## config.mk

```make
export PLATFORM = sky130hd
export DESIGN_NAME = xfer_chain_seq
export DESIGN_NICKNAME = d
export VERILOG_FILES = /design/src/rtl/xfer_chain_pkg.sv /design/src/rtl/xfer_chain_pos.sv /design/src/rtl/xfer_chain_hold.sv /design/src/rtl/xfer_chain_seq.sv
export SDC_FILE = /design/constraint.sdc
export NUM_CORES = 1
export LEC_CHECK = 0
export BUFFER_PORTS_ARGS = -buffer_cell sky130_fd_sc_hd__buf_4
export CAP_MARGIN = 20
export CORE_MARGIN = 10
export CORE_UTILIZATION = 35
export CTS_BUF_LIST = sky130_fd_sc_hd__clkbuf_2
export CTS_CLUSTER_DIAMETER = 150
export CTS_CLUSTER_SIZE = 20
export DETAILED_ROUTE_END_ITERATION = 6
export SYNTH_ARGS = -nofsm -noshare
export SYNTH_HDL_FRONTEND = slang
export SYNTH_SLANG_ARGS = --single-unit
```

## constraint.sdc

```tcl
create_clock -name clk -period 1.94 [get_ports clk]
set_input_delay 0.388 -clock clk [delete_from_list [all_inputs] [get_ports clk]]
set_output_delay 0.388 -clock clk [all_outputs]
set_load 0.01 [all_outputs]
```

## src/rtl/xfer_chain_pkg.sv

```systemverilog
package xfer_chain_pkg;

  typedef enum logic [1:0] {
    POS_ALONE = 2'b00,
    POS_OPEN  = 2'b01,
    POS_MID   = 2'b10,
    POS_CLOSE = 2'b11
  } pos_t;

  typedef enum logic [1:0] {
    PH_IDLE = 2'b00,
    PH_ADDR = 2'b01,
    PH_DATA = 2'b10
  } phase_t;

  // next message position from the current one and the stop flag
  function automatic pos_t pos_step(input pos_t cur, input logic stop);
    pos_t nx;
    case (cur)
      POS_OPEN, POS_MID: nx = stop ? POS_CLOSE : POS_MID;
      POS_CLOSE:         nx = stop ? POS_ALONE : POS_OPEN;
      default:           nx = stop ? POS_ALONE : POS_OPEN;
    endcase
    return nx;
  endfunction

  function automatic logic pos_raises_hold(input pos_t p);
    return (p == POS_ALONE) || (p == POS_OPEN);
  endfunction

  function automatic logic pos_drops_hold(input pos_t p);
    return (p == POS_ALONE) || (p == POS_CLOSE);
  endfunction

endpackage

```

## src/rtl/xfer_chain_pos.sv

```systemverilog
module xfer_chain_pos
  import xfer_chain_pkg::*;
(
  input  logic clk,
  input  logic rst,
  input  logic take,
  input  logic stop,
  input  logic abort,
  output pos_t pos_next,
  output pos_t pos_q
);

  always_comb begin
    pos_next = pos_step(pos_q, stop);
  end

  always_ff @(posedge clk) begin
    if (rst || abort) begin
      pos_q <= POS_ALONE;
    end else if (take) begin
      pos_q <= pos_next;
    end
  end

endmodule

```

## src/rtl/xfer_chain_hold.sv

```systemverilog
module xfer_chain_hold
  import xfer_chain_pkg::*;
#(
  parameter int LEN_W = 8
) (
  input  logic             clk,
  input  logic             rst,
  input  logic             take,
  input  pos_t             pos_next,
  input  logic             rd,
  input  logic [LEN_W-1:0] len,
  input  logic             addr_done,
  input  logic             byte_queued,
  input  logic             abort,
  output logic             hold_q,
  output logic             busy_q
);

  localparam logic [LEN_W-1:0] ONE = LEN_W'(1);

  phase_t           phase_q;
  logic             rd_q;
  logic             rel_q;
  logic [LEN_W-1:0] left_q;
  logic             msg_end;

  // end point of the active message
  always_comb begin
    msg_end = 1'b0;
    case (phase_q)
      PH_ADDR: msg_end = addr_done && (rd_q || (left_q == '0));
      PH_DATA: msg_end = byte_queued && (left_q == ONE);
      default: msg_end = 1'b0;
    endcase
  end

  always_ff @(posedge clk) begin
    if (rst || abort) begin
      phase_q <= PH_IDLE;
      rd_q    <= 1'b0;
      rel_q   <= 1'b0;
      left_q  <= '0;
      busy_q  <= 1'b0;
      hold_q  <= 1'b0;
    end else if (take) begin
      phase_q <= PH_ADDR;
      rd_q    <= rd;
      rel_q   <= pos_drops_hold(pos_next);
      left_q  <= len;
      busy_q  <= 1'b1;
      if (pos_raises_hold(pos_next)) begin
        hold_q <= 1'b1;
      end
    end else if (msg_end) begin
      phase_q <= PH_IDLE;
      busy_q  <= 1'b0;
      left_q  <= '0;
      if (rel_q) begin
        hold_q <= 1'b0;
      end
    end else begin
      case (phase_q)
        PH_ADDR: if (addr_done) phase_q <= PH_DATA;
        PH_DATA: if (byte_queued) left_q <= left_q - ONE;
        default: ;
      endcase
    end
  end

endmodule

```

## src/rtl/xfer_chain_seq.sv

```systemverilog
module xfer_chain_seq
  import xfer_chain_pkg::*;
#(
  parameter int LEN_W = 8
) (
  input  logic             clk,
  input  logic             rst,
  input  logic             req_valid,
  output logic             req_ready,
  input  logic             req_stop,
  input  logic             req_read,
  input  logic [LEN_W-1:0] req_len,
  input  logic             addr_done,
  input  logic             byte_queued,
  input  logic             abort,
  output logic [1:0]       pos,
  output logic             hold
);

  logic take;
  logic busy;
  pos_t pos_next;
  pos_t pos_q;

  assign req_ready = ~busy;
  assign take      = req_valid & ~busy & ~abort;
  assign pos       = pos_q;

  xfer_chain_pos u_pos (
    .clk      (clk),
    .rst      (rst),
    .take     (take),
    .stop     (req_stop),
    .abort    (abort),
    .pos_next (pos_next),
    .pos_q    (pos_q)
  );

  xfer_chain_hold #(.LEN_W(LEN_W)) u_hold (
    .clk         (clk),
    .rst         (rst),
    .take        (take),
    .pos_next    (pos_next),
    .rd          (req_read),
    .len         (req_len),
    .addr_done   (addr_done),
    .byte_queued (byte_queued),
    .abort       (abort),
    .hold_q      (hold),
    .busy_q      (busy)
  );

endmodule

```

==> out/qor.txt <==
status: finished clean
area leader, netlist: dfxtp_1
Syn Nets: 140
pwr dens: 523.0 nW/um^2
layout cell share with drive strength beyond 1: 25.87%
drt initial violations: 30
Slew Limit Fails: 0
top-count cell post-synth: dfxtp_1
GR Overflow Total: 0
routed vias/inst: 5.546
Critical-path top delay cell: dfxtp_2
period utilization: 93.11%
per-cell routed wire length: 15.53 um
initial antenna violation count: 0
Antenna diodes: 0
post-DP HPWL: 1991 um
CTS tree: yes
FF/Latch Area: 321.6 sq um
Simple-Gate Fraction of Synth Area: 27.67%
final hold vios: 0
RSZ-0062 raised after global routing: no
post-synthesis sequential area ratio: 32.20%
Die W: 73.31 um
worst path cell trace: inv_1 > ha_1 > nand4b_1 > buf_4 > nor3_4 > buf_4 > nor3_1 > nor3_1
H-tree levels: 1
CTS max path bufs: 2
post-synthesis instance total: 119
routed vias: 965
Worst Path Required: 2.19 ns
YS warnings: 0
clk slew on worst S/H paths: 0.18 ns
actual slew at the worst max-slew pin: 0.4395 ns
Worst Hold Class: in -> reg
endpoints failing setup: 0
core area: 2734 sq um
total CTS buffers: 3
Die ar.: 5374 sq um
Avg Cell Area, Syn: 8.359 sq um
post-route minimum period: 1.806 ns
Multi-input gate area: 610.6 sq um
DRC viols: 0
Post-Synth Adder-Cell Area: 6.289%
VDD IR max: 0.0003031 V
post-route ant nets: 0
Setup TNS: 0 ns
CTS root buffer: clkbuf_2
Die Ht: 73.31 um
final wirelength: 2703 um
port bufs: 19
pin count of the biggest net entering global routing: 14
Post-synth EDFFs: 0
clock net sink count: 16
vias in the first global route: 972
Area Growth Syn to Fin: 21.76%
relative slew slack: 70.59%
number of distinct library cells after synthesis: 40
LEAKAGE: 0.4579 nW
post-synthesis compound-gate area fraction: 23.77%
top cells by instance count after synthesis: dfxtp_1 (16), nand2_1 (12), a21oi_1 (8)
Slowest Stage Delay on Critical Path: 0.38 ns
max-cap violations: 0
largest family of logic cells by synthesized area: simple AND/OR/NAND/NOR gates
initial core utilization: 36.38%
Async SR Flop Fraction: 0%
Synth Register Bits: 16
total track usage: 10.25%
Max Fclk: 0.5536 GHz
post-synthesis xor/xnor area fraction: 3.522%
top_reg_cell synth: dfxtp_1
CP endpoint kind: register
gp weighted congestion: 0.8734
Layout fillers: 275
maximum fanout along the worst path: 6
fin nets: 165
first-pass GRT wire length: 4471 um
DR pass1 iterations: 4
# rows: 19
hold slack: 0.3033 ns
post-synthesis mux area share: 0%
CP arrival: 2.06 ns
largest cells by area after synthesis: dfxtp_1 (32%), ha_1 (6.3%), nand2_1 (4.5%)
Ports: 20
startpoint types: register
post-synth top area share: 32.20%
area of the mapped netlist: 994.7 sq um
clk_skew: 0.01090 ns
clk_lat worst skew: 0.31 ns
kind of critical path: reg -> reg
[path summary, 6_finish.rpt]
kind	startpoint	end	slack, ns	depth (start not counted)
worst min-delay path	req_read	u_hold.rd_q	0.30	3
worst max register to register	u_hold.phase_q[0]	u_hold.left_q[1]	0.13	8
worst min register to register	u_hold.rd_q	u_hold.rd_q	0.47	2
worst max-delay path	u_hold.phase_q[0]	u_hold.left_q[1]	0.13	8
[layout by cell type, fill, tap and decap left out, types with 3 or more instances in the layout]
master | Yosys | final
buf_4 | 0 | 26
dfxtp_1 | 16 | 15
nand2_1 | 12 | 12
a21oi_1 | 8 | 8
inv_1 | 7 | 7
nand3_1 | 7 | 7
a211oi_1 | 5 | 5
ha_1 | 5 | 5
nor2_1 | 4 | 4
nor4_1 | 4 | 4
nor3_1 | 4 | 4
or3_1 | 3 | 3
nand4b_1 | 3 | 3
xor2_1 | 3 | 3
o21ai_0 | 5 | 3
clkbuf_2 | 0 | 3
[critical path: cells and delay by family, from the launching register on]
kind / cells / cell delay, ns
adders and majority gates: 1 / 0.28
buffers and inverters: 3 / 0.38
DFF: 1 / 0.38
and+or+nand+nor: 4 / 0.70
[power breakdown]
part | internal, W | switching [W] | total (W) | leakage (nW)
clock network | 0.0000448 | 0.000118 | 0.000162 | 0.0140
logic | 0.0000618 | 0.0000607 | 0.000123 | 0.314
registers | 0.000338 | 0.0000102 | 0.000349 | 0.130
[per-layer routing]
metal / part of all wire (%) / track usage [%] / vias to the layer above
met3: 3.1 / 2.153 / 6
met1: 47 / 12.11 / 449
li1: - / - / 492
met5: 0 / 0 / -
met4: 1.6 / 4.348 / 0
met2: 48 / 17.38 / 18
[state kept, by name (all words and copies together) (netlist names)]
register        count
u_hold.hold_q       1
u_hold.rd_q         1
u_hold.phase_q      2
u_hold.left_q       8
u_hold.busy_q       1
u_pos.pos_q         2
u_hold.rel_q        1
[layout make-up]
type | instances | area share [%]
clock inverters | 1 | 0.3099
repair buffers | 26 | 16.12
inverters | 7 | 2.169
clock buffers | 3 | 1.240
flip-flops and latches | 16 | 26.55
multi-input cells | 90 | 50.41
well taps | 31 | 3.202
[what timing repair did]
action,CTS,global route
gates resized for setup,0,4
buffers inserted,0,2
hold buffers,0,0
endpoints found under the setup margin,0,5
[per-stage QoR]
stage	std cells	total power [W]	setup slack [ns]	utilization (%)	instance area, sq um
2_1_floorplan	119	0.0004258	0.2469	-	994.7
3_3_place_gp	168	0.0004736	0.1937	42.97	1175
3_5_place_dp	168	0.0004754	0.1136	42.97	1175
4_1_cts	172	0.0006367	0.07061	43.66	1194
5_1_grt	174	0.0006653	0.009280	44.30	1211
6_report	174	0.0006334	0.1338	44.30	1211
[logic make-up (layout without fill, tap and decap cells)]
group           count (synthesis)  in the layout
simple gates                   48             48
flops                          16             16
fa+ha+maj                       5              5
xor+xnor                        4              4
compound gates                 33             33
buf+inv                        13             37
(Power assumes the default switching activity.)
